<file path="src/rtl/tf_pkg.sv">
package tf_pkg;
  localparam int unsigned TF_DW  = 64;
  localparam int unsigned TF_BEW = TF_DW / 8;
  localparam int unsigned TF_NB  = 2;
  localparam int unsigned QUAL_RD = 0;
  localparam int unsigned QUAL_WR = 1;
endpackage

</file>
<file path="src/rtl/tf_bank_filter.sv">
module tf_bank_filter
  import tf_pkg::*;
#(
  parameter int unsigned AW   = 16,
  parameter int unsigned BANK = 0,
  localparam int unsigned WW  = AW - 4,
  localparam int unsigned LW  = $clog2(AW + 1)
) (
  input  logic              clk_i,
  input  logic              rst_ni,
  input  logic              vld_i,
  input  logic [WW-1:0]     word_i,
  input  logic              we_i,
  input  logic [TF_BEW-1:0] be_i,
  input  logic [TF_DW-1:0]  data_i,
  input  logic              ecc_i,
  input  logic              direct_i,
  input  logic [1:0]        qual_i,
  input  logic              en_i,
  input  logic [AW-1:0]     start_i,
  input  logic [LW-1:0]     log2_i,
  output logic              hit_o,
  output logic [AW-1:0]     addr_o,
  output logic              we_o,
  output logic [TF_BEW-1:0] be_o,
  output logic [TF_DW-1:0]  data_o
);
  localparam bit BANK_BIT = (BANK != 0);

  logic [AW-1:0] full_addr;
  logic [AW-1:0] hi_mask;
  logic          in_rgn;
  logic          acc_ok;

  assign full_addr = {word_i, BANK_BIT, 3'b000};

  always_comb begin
    for (int i = 0; i < AW; i++) hi_mask[i] = (i >= int'(log2_i));
  end

  assign in_rgn = (((full_addr ^ start_i) & hi_mask) == '0);

  // reads carry no lane info, so raw-data mode cannot use them
  always_comb begin
    if (we_i) acc_ok = qual_i[QUAL_WR] & (~ecc_i | (&be_i));
    else      acc_ok = qual_i[QUAL_RD] & ~direct_i;
  end

  assign hit_o  = vld_i & en_i & in_rgn & acc_ok;
  assign addr_o = full_addr;
  assign we_o   = we_i;
  assign be_o   = we_i ? be_i : '1;
  assign data_o = data_i;

  a_r1_bank_bit: assert property (@(posedge clk_i) disable iff (!rst_ni)
    hit_o |-> (addr_o[3] == BANK_BIT));
  a_r7_ecc_partial: assert property (@(posedge clk_i) disable iff (!rst_ni)
    (ecc_i && we_i && !(&be_i)) |-> !hit_o);
  a_r6_direct_read: assert property (@(posedge clk_i) disable iff (!rst_ni)
    (direct_i && !we_i) |-> !hit_o);
  a_r2_disabled: assert property (@(posedge clk_i) disable iff (!rst_ni)
    !en_i |-> !hit_o);
endmodule

</file>
<file path="src/rtl/tf_cfg_check.sv">
module tf_cfg_check #(
  parameter int unsigned AW = 16,
  localparam int unsigned LW = $clog2(AW + 1)
) (
  input  logic                 direct_i,
  input  logic [1:0]           qual_i,
  input  logic [1:0]           en_i,
  input  logic [1:0][AW-1:0]   start_i,
  input  logic [1:0][LW-1:0]   log2_i,
  output logic                 mode_err_o,
  output logic                 cfg_err_o
);
  logic differ;

  assign mode_err_o = direct_i & qual_i[tf_pkg::QUAL_RD];
  assign differ     = (start_i[0] != start_i[1]) | (log2_i[0] != log2_i[1]);
  assign cfg_err_o  = (&en_i) & differ;
endmodule

</file>
<file path="src/rtl/tf_hit_merge.sv">
module tf_hit_merge #(
  parameter int unsigned HW    = 8,
  parameter int unsigned DEPTH = 4,
  localparam int unsigned PW   = (DEPTH > 1) ? $clog2(DEPTH) : 1,
  localparam int unsigned CW   = $clog2(DEPTH + 1)
) (
  input  logic                clk_i,
  input  logic                rst_ni,
  input  logic [1:0]          in_vld_i,
  input  logic [1:0][HW-1:0]  in_pkt_i,
  output logic                out_vld_o,
  output logic [HW-1:0]       out_pkt_o,
  output logic                lost_o
);
  logic [HW-1:0] mem [DEPTH];
  logic [PW-1:0] rp_q, wp_q;
  logic [CW-1:0] cnt_q;

  logic          have_q;
  logic          take_vld;
  logic [HW-1:0] take_pkt;
  logic          pa_vld, pb_vld;
  logic [HW-1:0] pa_pkt, pb_pkt;
  logic [CW:0]   room;
  logic          acc_a, acc_b, lost_c;

  function automatic logic [PW-1:0] ptr_inc(input logic [PW-1:0] p);
    if (int'(p) == DEPTH - 1) return '0;
    return p + 1'b1;
  endfunction

  assign have_q = (cnt_q != '0);

  always_comb begin
    take_vld = 1'b0;
    take_pkt = in_pkt_i[0];
    pa_vld   = 1'b0;
    pa_pkt   = in_pkt_i[0];
    pb_vld   = 1'b0;
    pb_pkt   = in_pkt_i[1];
    if (have_q) begin
      take_vld = 1'b1;
      take_pkt = mem[rp_q];
      pa_vld   = |in_vld_i;
      pa_pkt   = in_vld_i[0] ? in_pkt_i[0] : in_pkt_i[1];
      pb_vld   = &in_vld_i;
    end else if (in_vld_i[0]) begin
      take_vld = 1'b1;
      take_pkt = in_pkt_i[0];
      pa_vld   = in_vld_i[1];
      pa_pkt   = in_pkt_i[1];
    end else if (in_vld_i[1]) begin
      take_vld = 1'b1;
      take_pkt = in_pkt_i[1];
    end
  end

  assign room   = (CW+1)'(DEPTH) - {1'b0, cnt_q} + {{CW{1'b0}}, have_q};
  assign acc_a  = pa_vld & (room >= (CW+1)'(1));
  assign acc_b  = pb_vld & (room >= (CW+1)'(2));
  assign lost_c = (pa_vld & ~acc_a) | (pb_vld & ~acc_b);

  always_ff @(posedge clk_i) begin
    if (acc_a) mem[wp_q] <= pa_pkt;
    if (acc_b) mem[ptr_inc(wp_q)] <= pb_pkt;
  end

  always_ff @(posedge clk_i or negedge rst_ni) begin
    if (!rst_ni) begin
      rp_q      <= '0;
      wp_q      <= '0;
      cnt_q     <= '0;
      out_vld_o <= 1'b0;
      out_pkt_o <= '0;
      lost_o    <= 1'b0;
    end else begin
      out_vld_o <= take_vld;
      if (take_vld) out_pkt_o <= take_pkt;
      lost_o <= lost_c;
      if (have_q) rp_q <= ptr_inc(rp_q);
      if (acc_b)      wp_q <= ptr_inc(ptr_inc(wp_q));
      else if (acc_a) wp_q <= ptr_inc(wp_q);
      cnt_q <= cnt_q - CW'(have_q) + CW'(acc_a) + CW'(acc_b);
    end
  end

  a_r9_cnt_bound: assert property (@(posedge clk_i) disable iff (!rst_ni)
    int'(cnt_q) <= DEPTH);
  a_r9_lost_full: assert property (@(posedge clk_i) disable iff (!rst_ni)
    lost_o |-> (int'(cnt_q) == DEPTH));
  a_r3_hit_emerges: assert property (@(posedge clk_i) disable iff (!rst_ni)
    (|in_vld_i) |=> out_vld_o);
  a_r4_bank0_first: assert property (@(posedge clk_i) disable iff (!rst_ni)
    (!have_q && (&in_vld_i)) |=> (out_vld_o && out_pkt_o == $past(in_pkt_i[0])));
endmodule

</file>
<file path="src/rtl/ilv_trace_filter.sv">
module ilv_trace_filter
  import tf_pkg::*;
#(
  parameter int unsigned AW     = 16,
  parameter int unsigned PEND_D = 4,
  localparam int unsigned WW    = AW - 4,
  localparam int unsigned LW    = $clog2(AW + 1)
) (
  input  logic                    clk_i,
  input  logic                    rst_ni,
  input  logic [1:0]              bank_vld_i,
  input  logic [1:0][WW-1:0]      bank_word_i,
  input  logic [1:0]              bank_we_i,
  input  logic [1:0][TF_BEW-1:0]  bank_be_i,
  input  logic [1:0][TF_DW-1:0]   bank_data_i,
  input  logic                    ecc_i,
  input  logic                    direct_i,
  input  logic [1:0]              qual_i,
  input  logic [1:0]              rgn_en_i,
  input  logic [1:0][AW-1:0]      rgn_start_i,
  input  logic [1:0][LW-1:0]      rgn_log2_i,
  output logic                    hit_vld_o,
  output logic [AW-1:0]           hit_addr_o,
  output logic                    hit_we_o,
  output logic [TF_BEW-1:0]       hit_be_o,
  output logic [TF_DW-1:0]        hit_data_o,
  output logic                    lost_o,
  output logic                    mode_err_o,
  output logic                    cfg_err_o
);
  localparam int unsigned HW = AW + 1 + TF_BEW + TF_DW;

  logic [1:0]         bk_hit;
  logic [1:0][HW-1:0] bk_pkt;
  logic [HW-1:0]      out_pkt;

  for (genvar b = 0; b < TF_NB; b++) begin : g_bank
    logic [AW-1:0]     f_addr;
    logic              f_we;
    logic [TF_BEW-1:0] f_be;
    logic [TF_DW-1:0]  f_data;

    tf_bank_filter #(.AW(AW), .BANK(b)) u_flt (
      .clk_i    (clk_i),
      .rst_ni   (rst_ni),
      .vld_i    (bank_vld_i[b]),
      .word_i   (bank_word_i[b]),
      .we_i     (bank_we_i[b]),
      .be_i     (bank_be_i[b]),
      .data_i   (bank_data_i[b]),
      .ecc_i    (ecc_i),
      .direct_i (direct_i),
      .qual_i   (qual_i),
      .en_i     (rgn_en_i[b]),
      .start_i  (rgn_start_i[b]),
      .log2_i   (rgn_log2_i[b]),
      .hit_o    (bk_hit[b]),
      .addr_o   (f_addr),
      .we_o     (f_we),
      .be_o     (f_be),
      .data_o   (f_data)
    );
    assign bk_pkt[b] = {f_addr, f_we, f_be, f_data};
  end

  tf_hit_merge #(.HW(HW), .DEPTH(PEND_D)) u_merge (
    .clk_i     (clk_i),
    .rst_ni    (rst_ni),
    .in_vld_i  (bk_hit),
    .in_pkt_i  (bk_pkt),
    .out_vld_o (hit_vld_o),
    .out_pkt_o (out_pkt),
    .lost_o    (lost_o)
  );

  assign {hit_addr_o, hit_we_o, hit_be_o, hit_data_o} = out_pkt;

  tf_cfg_check #(.AW(AW)) u_cfg (
    .direct_i   (direct_i),
    .qual_i     (qual_i),
    .en_i       (rgn_en_i),
    .start_i    (rgn_start_i),
    .log2_i     (rgn_log2_i),
    .mode_err_o (mode_err_o),
    .cfg_err_o  (cfg_err_o)
  );

  a_r8_one_enabled_quiet: assert property (@(posedge clk_i) disable iff (!rst_ni)
    (rgn_en_i != 2'b11) |-> !cfg_err_o);
  a_r8_match_quiet: assert property (@(posedge clk_i) disable iff (!rst_ni)
    (rgn_start_i[0] == rgn_start_i[1] && rgn_log2_i[0] == rgn_log2_i[1]) |-> !cfg_err_o);
  a_r10_lost_needs_dual: assert property (@(posedge clk_i) disable iff (!rst_ni)
    (bk_hit == 2'b00) |=> !lost_o);
endmodule

</file>
<file path="config.mk">
export PLATFORM = sky130hd
export DESIGN_NAME = ilv_trace_filter
export DESIGN_NICKNAME = d
export VERILOG_FILES = /design/src/rtl/tf_pkg.sv /design/src/rtl/tf_bank_filter.sv /design/src/rtl/tf_cfg_check.sv /design/src/rtl/tf_hit_merge.sv /design/src/rtl/ilv_trace_filter.sv
export SDC_FILE = /design/constraint.sdc
export NUM_CORES = 1
export LEC_CHECK = 0
export BUFFER_PORTS_ARGS = -buffer_cell sky130_fd_sc_hd__buf_2
export CAP_MARGIN = 5
export CELL_PAD_IN_SITES_DETAIL_PLACEMENT = 1
export CELL_PAD_IN_SITES_GLOBAL_PLACEMENT = 1
export CORE_UTILIZATION = 49
export DETAILED_ROUTE_END_ITERATION = 12
export PLACE_DENSITY_LB_ADDON = 0.1
export SYNTH_ARGS = -nofsm -noshare
export SYNTH_HDL_FRONTEND = slang
export SYNTH_HIERARCHICAL = 1
export SYNTH_SLANG_ARGS = --single-unit
</file>
<file path="constraint.sdc">
create_clock -name clk_i -period 6.5 [get_ports clk_i]
set_input_delay 0.65 -clock clk_i [delete_from_list [all_inputs] [get_ports clk_i]]
set_output_delay 0.65 -clock clk_i [all_outputs]
set_load 0.005 [all_outputs]
</file>
Word-level counts from Yosys, hierarchy flattened --
Memories as Yosys holds them, arrays and structs flattened. Cells that the tools add are included.
Storage, ports and cells: register bits 98, bits in latches 0, memory bits (writable) 356, ROM bits 0, output and inout bits 93, word-level logic and storage cells 128, memories 1
Memories:
- u_merge.mem | depth 4, width 89, rd ports 1, clocked after Yosys merged registers in 0, write ports 2, RTL line tf_hit_merge.sv:15 | logic [HW-1:0] mem [DEPTH];
Cells by class: add/subtract/negate cells 8, multiply operators 0, divide/modulo/power cells 0, $lt $le $gt $ge 34, equality and inequality tests 5, shift operators 0, muxes and demuxes 38, bitwise operators 27, reduce and logical (&&, ||, !) cells 9
Operator list (count):
- $mux W89 | 6
- $ge A4 B5 Y1 const A | 16
- $ge A3 B5 Y1 const A | 8
- $and A16 B16 Y16 | 2
- $logic_not A16 Y1 | 2
- $xor A16 B16 Y16 | 2
- $ge A1 B5 Y1 const A | 4
- $ge A2 B5 Y1 const A | 4
- $mux W1 | 20
- $mux W2 | 10
- $mux W8 | 2
- $ne A16 B16 Y1 | 1
- $reduce_and A8 Y1 | 2
- $and A1 B1 Y1 | 15
- $add A2 B1 Y2 const B | 3
- $add A3 B1 Y3 | 2
- $eq A2 B2 Y1 const B | 3
- $ne A5 B5 Y1 | 1
- $add A4 B1 Y4 | 1
- $ge A4 B1 Y1 const B | 1
- $ge A4 B2 Y1 const B | 1
- $not A1 Y1 | 4
- $or A1 B1 Y1 | 4
- $reduce_and A2 Y1 | 2
- 5 further kinds | 5

Longest topological paths before layout --
Gate-level depths: netlist (run 1).
depth in word-level cells 16, mapped depth 15, depth with buffers taken out 13

Cells and area by module --
Netlist (run 1), hierarchy kept.
Modules (own cells, without submodules):
- tf_hit_merge | instances 1, cells an instance 1521, area each 22909.5 um2
- tf_bank_filter at g_bank[0].u_flt | instances 1, cells an instance 139, area each 1003.5 um2
- tf_bank_filter at g_bank[1].u_flt | instances 1, cells an instance 137, area each 983.4 um2
- tf_cfg_check | instances 1, cells an instance 30, area each 239.0 um2

Worst setup path after synthesis (run 1) --
OpenSTA, ideal clock, no wires.
kind input-to-reg, start point input rgn_log2_i[1] in the netlist's numbering, end point memory u_merge/mem[1][0] in the netlist's numbering (enable), arrival time 4.844 ns, data required time 6.043 ns, setup slack 1.199 ns, cell stages on the path 10, path through buf_6 a21boi_0 o41ai_1 nand4b_1 a22o_1 nor4_2 nand2_2 nor2b_1 buf_2 a22o_1
RTL lines:
- start, declared | RTL line ilv_trace_filter.sv:21 | input logic [1:0][LW-1:0] rgn_log2_i,
- end, declared | RTL line tf_hit_merge.sv:15

==> results.txt, run 1 <==
----------------------------------------------------
[Run status]
  Run status ... finished, final reports clean

[Synth]
  Number of instances in the synthesized netlist ... 1827
  Library cell with the largest summed area after synthesis ... edfxtp_1
  EDFF count, synth ... approximately 360
  Count of different cell masters after synthesis ... 66
  Total of warnings raised by yosys ... 6
  Top flip-flop cell by instance count after synthesis ... edfxtp_1
  Mean instance size in the synthesized netlist ... between 10 and 15 um^2
  Cell types with the largest area share after synthesis ... edfxtp_1, mux2_2, dfrtp_1, mux4_2, buf_4
  Register area share after synthesis ... 52.3%
  Proportion of register bits with asynchronous set or reset after synthesis ... 21.6%
  Total standard cell area after synthesis ... between 20000 and 30000 um^2
  Portion of synthesized cell area occupied by the leading cell type ... 42.5%
  Seq cells post-synth ... 454

[Power and ir drop]
  Post-layout total power ... 10.8 mW
  Highest ir drop seen on vdd ... 0.000277 V
  Power density normalized to cell area ... 389 nW/um^2
  Static leakage ... 10.1 nW

[Timing]
  Final hold violation count ... 0
  Fraction of the cycle the final worst path needs ... 67.2%
  Final worst path period need ... 4.37 ns
  Worst Hold Margin ... 0.142 ns
  Setup tns final ... 0 ns
  Maximum achievable frequency ... between 200 and 250 MHz
  Clock Skew ... 0.0200 ns
  Setup repair after global routing missed its margin ... no
  Max transition margin ... between 30% and 40%
  Number of pins with negative max-slew slack in the final report ... 0
  Final Setup Violations ... 0
  Least-Margin Pin Slew ... approximately 1.0 ns

[Route]
  Drt wl/cell ... 24.8 um
  DRC Markers ... 0
  Routed vias ... 15100
  DRT iter0 DRCs ... 931
  Post-DR vias/cell ... 5.64
  ANT nets after route ... 0
  Number of detailed-route iterations in the first pass ... 5
  Total wire length after detailed routing ... 66300 um

[Die]
  Initial Util ... 49.9%
  Full die area ... 52200 um^2
  Core outline area ... 50400 um^2
  Site Rows ... 82
  Die Height ... ~230 um
  Num ports ... between 300 and 400
  Die W ... around 230 um

[Worst setup path]
  CP Class ... in2reg
  Setup slack of the worst register-to-register path ... 2.38 ns
  Startpoint type of the worst setup path ... input port
  Element type at the critical path end ... flop
  Start of the worst register-to-register path ... u_merge/cnt_q[0]$_DFF_PN0_
  Crit path max fanout ... 56
  Worst-path cell chain ... buf_2 > nand2_1 > o21ai_0 > a21oi_1 > a211oi_1 > o311a_1 > o21ai_1 > o22ai_4 > nor2b_1 > a22o_4 > buf_12
  Critical path data required time ... 6.73 ns
  Slowest cell on the critical path ... nor2b_1
  Maximum cell stage delay along the critical path ... 0.79 ns
  Arrival time of the worst setup path ... between 4 and 5 ns
  Worst R2R End ... u_merge/mem[2][58]$_DFFE_PP_
  Count of cells along the worst register-to-register path ... 9

[GRT]
  Maximum number of pins on one net before global-route repair ... 103
  Via count of the first global-routing pass ... 16600
  Met3 GRT Util ... 3.85%
  Met2 Usage GRT ... 44.6%
  Busiest layer in global routing ... met2
  GRT Util Overall ... 25.6%
  Global route total overflow ... 0
  Met1 track demand over resource in global routing ... around 34%
  First-pass GRT wire length ... 102000 um
  Antenna violations before repair ... 5

[Layout]
  FILL cells ... 4965
  Synth-to-Final Area Change ... 10.6%
  Share of final-layout standard cells stronger than drive strength 1 ... 44.4%
  Final Net Count ... 2189

[Clocking]
  Worst-Skew Late Latency ... 0.59 ns
  Master cell of the clock root buffer ... clkbuf_16
  Clock buffer count from CTS ... 50
  Number of resized instances in the post-cts repair step ... 0
  Hold buffer count at cts ... 0
  Number of clock sinks ... ~450
  Buffers from clock root to sink, at most ... 3
  TritonCTS clock tree ... yes
  Clock input transition at the sequential cells of the worst setup and hold paths ... roughly 0.06 ns
  Buffers inserted during post-CTS setup optimization ... 0
  CTS H-Tree Depth ... 2

[Placed design]
  Detailed Place HPWL ... roughly 42000 um
  Final weighted congestion of routability-driven global placement ... 0.866
  Port-buffer cells ... 314

[Hold path]
  Hold/Removal Path Class ... in2async

[Run]
  Number of maximum-capacitance violations ... 0

----------------------------------------------------
## power by group
group / switching [mW] / internal [mW]
sequential: 0.403 / 3.67
combinational: 1.95 / 1.89
clock: 1.19 / 1.70
total: 3.54 / 7.26
## area by class of cell
class,instances,area [um^2],area share [%]
flip-flops and latches,454,13200,47.3
multi-input cells,1091,10200,36.7
repair buffers,341,1890,6.80
clock buffers,72,1410,5.06
well taps,672,841,3.03
clock inverters,21,230,0.828
inverters,15,61.3,0.221
diodes,4,10.0,0.0360
## Yosys cell counts, types with 7 or more instances
cell      count
a21oi_1     100
buf_2        58
buf_4       167
buf_6        10
clkbuf_1     34
dfrtp_1      98
edfxtp_1    356
ha_1         12
inv_1        13
mux2_2      316
mux2_4       39
mux2i_1      90
mux4_2       89
nand2_1     105
nand2b_1     16
nand4_1       7
nor2_1       94
o21ai_0      94
xnor2_1      23
xor2_1       22
## cells by family (layout without fill, tap and decap cells)
kind of cell               after synthesis  after routing  share of synthesized area [%]
muxes                                  535            535                           28.1
DFF                                    454            454                           52.3
buffers and inverters                  287            449                           7.37
and+or+nand+nor                        254            254                           4.58
AOI/OAI and AO/OA                      232            232                           5.15
xor gates and xnor gates                46             46                           1.63
adders and majority gates               16             16                          0.846
other                                    3             12                         0.0448
## cells in the final DEF (no fill, tap or decap), drive strengths merged, types with 24 or more instances in the layout
cell      n
mux4     89
clkbuf   72
buf     341
mux2    356
xnor2    24
mux2i    90
o21ai    99
a21oi   104
nand2   106
nor2     99
edfxtp  356
dfrtp    98
## worst max path at each step
stage | from | to | slack (ns) | depth (start not counted)
global route | rgn_log2_i[7] | u_merge/mem[2][71]$_DFFE_PP_ | 1.79 | 11
floorplan | rgn_log2_i[1] | u_merge/mem[1][0]$_DFFE_PP_ | 1.20 | 10
global placement | rgn_log2_i[7] | u_merge/mem[2][48]$_DFFE_PP_ | 1.64 | 11
detailed placement | rgn_log2_i[7] | u_merge/mem[2][47]$_DFFE_PP_ | 1.59 | 11
CTS | rgn_log2_i[7] | u_merge/mem[2][67]$_DFFE_PP_ | 2.18 | 11
finish | rgn_log2_i[7] | u_merge/mem[2][58]$_DFFE_PP_ | 2.13 | 11
## layer usage
metal  vias to the layer above  share of wire [%]
li1                       6928                  -
met1                      7709                 44
met2                       336                 51
met3                        75                4.1
met4                         2                1.6
met5                         -              0.020
## metrics by stage
step                      setup slack [ns]  cells  utilization [%]  instance area, um^2
after floorplan                       1.20   1832                -                25200
after global placement                1.64   2573             51.9                26100
after detailed placement              1.59   2573             51.9                26100
after CTS                             2.18   2666             55.1                27800
after global routing                  1.79   2670             55.2                27800
final                                 2.13   2670             55.2                27800
## registers in the layout (all words and copies together), names as in the netlist
register and flops:
u_merge/rp_q 2, u_merge/out_pkt_o 89, u_merge/mem 356, u_merge/wp_q 2, u_merge/lost_o 1, u_merge/cnt_q 3
u_merge/out_vld_o 1
## critical path, delay by kind of cell
family,cells,cell delay (ns)
AO/OA/AOI/OAI,7,2.35
AND/OR/NAND/NOR,2,0.89
buffers and inverters,2,0.62
Power figures use the tool's default switching activity.
==> run 2: changes to the inputs <==
--- a/config.mk
+++ b/config.mk
@@ -9,7 +9,7 @@
 export CAP_MARGIN = 5
 export CELL_PAD_IN_SITES_DETAIL_PLACEMENT = 1
 export CELL_PAD_IN_SITES_GLOBAL_PLACEMENT = 1
-export CORE_UTILIZATION = 49
+export CORE_UTILIZATION = 44
 export DETAILED_ROUTE_END_ITERATION = 12
 export PLACE_DENSITY_LB_ADDON = 0.1
 export SYNTH_ARGS = -nofsm -noshare
==> constraint.sdc (replaced) <==
create_clock -name clk_i -period 3.7 [get_ports clk_i]
set_input_delay 0.37 -clock clk_i [delete_from_list [all_inputs] [get_ports clk_i]]
set_output_delay 0.37 -clock clk_i [all_outputs]
set_load 0.005 [all_outputs]
==> run 2 against run 1 <==
Via count grew 0.86%. Die area grew 11%. Count of clock-buffer cells in the layout grew 14. Combinational power grew 85%. Critical path depth grew 2. Total power grew 76%. Register-to-register slack lost 1.9 ns. Critical path type is now reg2reg. Largest cell class unchanged. Largest power group is now combinational cells.
==> results.txt, run 2 (synthesis gave the netlist of run 1 again) <==
----------------------------------------------------
[Timing]
  Maximum achievable frequency ... 308 MHz
  Clock Skew ... 0.0219 ns
  Setup tns final ... 0 ns
  Max transition margin ... 45.2%
  Least-Margin Pin Slew ... between 0.8 and 0.9 ns
  Number of pins with negative max-slew slack in the final report ... 0
  Final Setup Violations ... 0
  Final hold violation count ... 0
  Fraction of the cycle the final worst path needs ... 87.7%
  Final worst path period need ... 3.25 ns
  Setup repair after global routing missed its margin ... no
  Worst Hold Margin ... 0.132 ns

[Layout]
  Fraction of the core area covered by cells at the end of the flow ... 50.3%
  Number of flip-flops under the largest register name ... 356
  Largest registers ... u_merge/mem: 356 flops, u_merge/out_pkt_o: 89 flops, u_merge/cnt_q: 3 flops
  Share of final-layout standard cells stronger than drive strength 1 ... between 40 and 50%
  Final Net Count ... 2216
  FILL cells ... 5683
  Register bank with the most flops ... u_merge/mem
  Sequential cell area ... 13200 um^2
  Synth-to-Final Area Change ... 12.9%
  Area occupied by multi-input gates ... between 10000 and 15000 um^2
  Commonest cells after routing, fill and taps aside ... edfxtp_1, mux2_2, buf_2, nand2_1, a21oi_1
  Most common cell after layout, fill and taps aside ... edfxtp_1

[Power and ir drop]
  Static leakage ... 10.3 nW
  Power density normalized to cell area ... 671 nW/um^2
  Post-layout total power ... 19.0 mW
  Highest ir drop seen on vdd ... 0.000442 V

[Die]
  Die W ... between 200 and 250 um
  Initial Util ... 44.6%
  Num ports ... 315
  Die Height ... 241 um
  Core outline area ... 56400 um^2
  Full die area ... 58100 um^2
  Site Rows ... between 80 and 90

[Route]
  DRT iter0 DRCs ... around 760
  Number of detailed-route iterations in the first pass ... 4
  Drt wl/cell ... roughly 24 um
  DRC Markers ... 0
  Post-DR vias/cell ... 5.46
  Total wire length after detailed routing ... 67600 um
  Routed vias ... 15200
  ANT nets after route ... 0

[GRT]
  First-pass GRT wire length ... slightly above 100000 um
  GRT Util Overall ... 23.5%
  Maximum number of pins on one net before global-route repair ... 94
  Antenna violations before repair ... 4
  Via count of the first global-routing pass ... 16500
  Global route total overflow ... 0

[Worst setup path]
  Crit path max fanout ... 5
  Crit. Startpoint ... u_merge/cnt_q[0]$_DFF_PN0_
  Startpoint type of the worst setup path ... flop
  Element type at the critical path end ... flop
  Critical path data required time ... roughly 4.2 ns
  Arrival time of the worst setup path ... 3.71 ns
  CP Class ... reg2reg
  Start of the worst register-to-register path ... u_merge/cnt_q[0]$_DFF_PN0_

[Clocking]
  Master cell of the clock root buffer ... clkbuf_16
  Number of clock sinks ... 454
  CTS H-Tree Depth ... 2
  Clock buffer count from CTS ... 52
  Buffers inserted during post-CTS setup optimization ... 0
  TritonCTS clock tree ... yes
  Buffers from clock root to sink, at most ... 3
  Worst-Skew Late Latency ... 0.60 ns
  Clock input transition at the sequential cells of the worst setup and hold paths ... ~0.060 ns

[Placed design]
  Final weighted congestion of routability-driven global placement ... ~0.82
  Port-buffer cells ... 314
  Detailed Place HPWL ... 41500 um

[Hold path]
  Hold/Removal Path Class ... in2reg
  Start point of the worst min-delay path ... bank_data_i[78]

[Run status]
  Run status ... finished, final reports clean

[Run]
  Number of maximum-capacitance violations ... 0

----------------------------------------------------
-- run 2: changes by cell type in the layout (fill, tap and decap cells not counted), moves of 2 or more --
| cell | change |
|---|---|
| buf_12 | +26 |
| buf_4 | -2 |
| bufinv_16 | -4 |
| clkbuf_1 | +9 |
| clkbuf_16 | +2 |
| clkbuf_8 | +3 |
| clkinv_1 | -3 |
| clkinv_2 | -5 |
| diode_2 | -3 |
-- run 2: timing repair --
item / CTS / global route
hold buffers: 1 / 0
resized for setup: 0 / 0
endpoints found under the hold margin: 45 / 0
-- run 2: worst max-delay path: stages (launching register included) --
cell and delay [ns]:
dfrtp_1 0.47, nor3_4 0.23, ha_1 0.19, inv_1 0.04, ha_1 0.20, and4b_1 0.24
o21ba_2 0.26, a21boi_4 0.17, inv_2 0.07, ha_1 0.27, inv_1 0.05, fa_1 0.41
fa_1 0.40, xor2_1 0.15
-- run 2: layer usage --
metal  global-route usage, %  share of wire (%)  vias to the layer above
li1                        -                  -                     7005
met1                    30.8                 43                     7785
met2                    41.0                 51                      304
met3                    3.83                4.3                       80
met4                    5.01                1.6                        6
met5                       0              0.065                        -
-- run 2: through the flow --
stage          area [um^2]  setup slack, ns  std cells
2_1_floorplan        25200           -0.136       1832
3_3_place_gp         26800           0.0421       2681
3_5_place_dp         26800           0.0481       2681
4_1_cts              28400            0.434       2777
5_1_grt              28400            0.275       2778
6_report             28400            0.455       2778
-- run 2: cell type report --
class	instances	share of cell area, %
antenna	1	0.00882
clock inverter	9	0.256
clock buffer	86	5.39
multi-input combinational	1091	36.0
inverter	15	0.216
timing repair buffer	366	8.47
sequential	454	46.3
tap	756	3.33
-- run 2: worst paths after layout --
path | to | cells past startpoint | slack [ns]
worst max-delay path | u_merge/cnt_q[2]$_DFF_PN0_ | 13 | 0.45
worst min-delay path | u_merge/mem[0][14]$_DFFE_PP_ | 2 | 0.13
worst max register to register | u_merge/cnt_q[2]$_DFF_PN0_ | 13 | 0.45
worst min register to register | u_merge/out_pkt_o[34]$_DFFE_PN0P_ | 2 | 0.47
max in group asynchronous | u_merge/out_pkt_o[87]$_DFFE_PN0P_ | 3 | 2.43
min in group asynchronous | u_merge/out_pkt_o[56]$_DFFE_PN0P_ | 2 | 0.41
-- run 2: power breakdown --
part / internal (mW) / switching (mW) / leakage, nW
Clock: 2.87 / 2.06 / 0.775
Combinational: 3.49 / 3.62 / 5.16
Sequential: 6.45 / 0.537 / 4.36
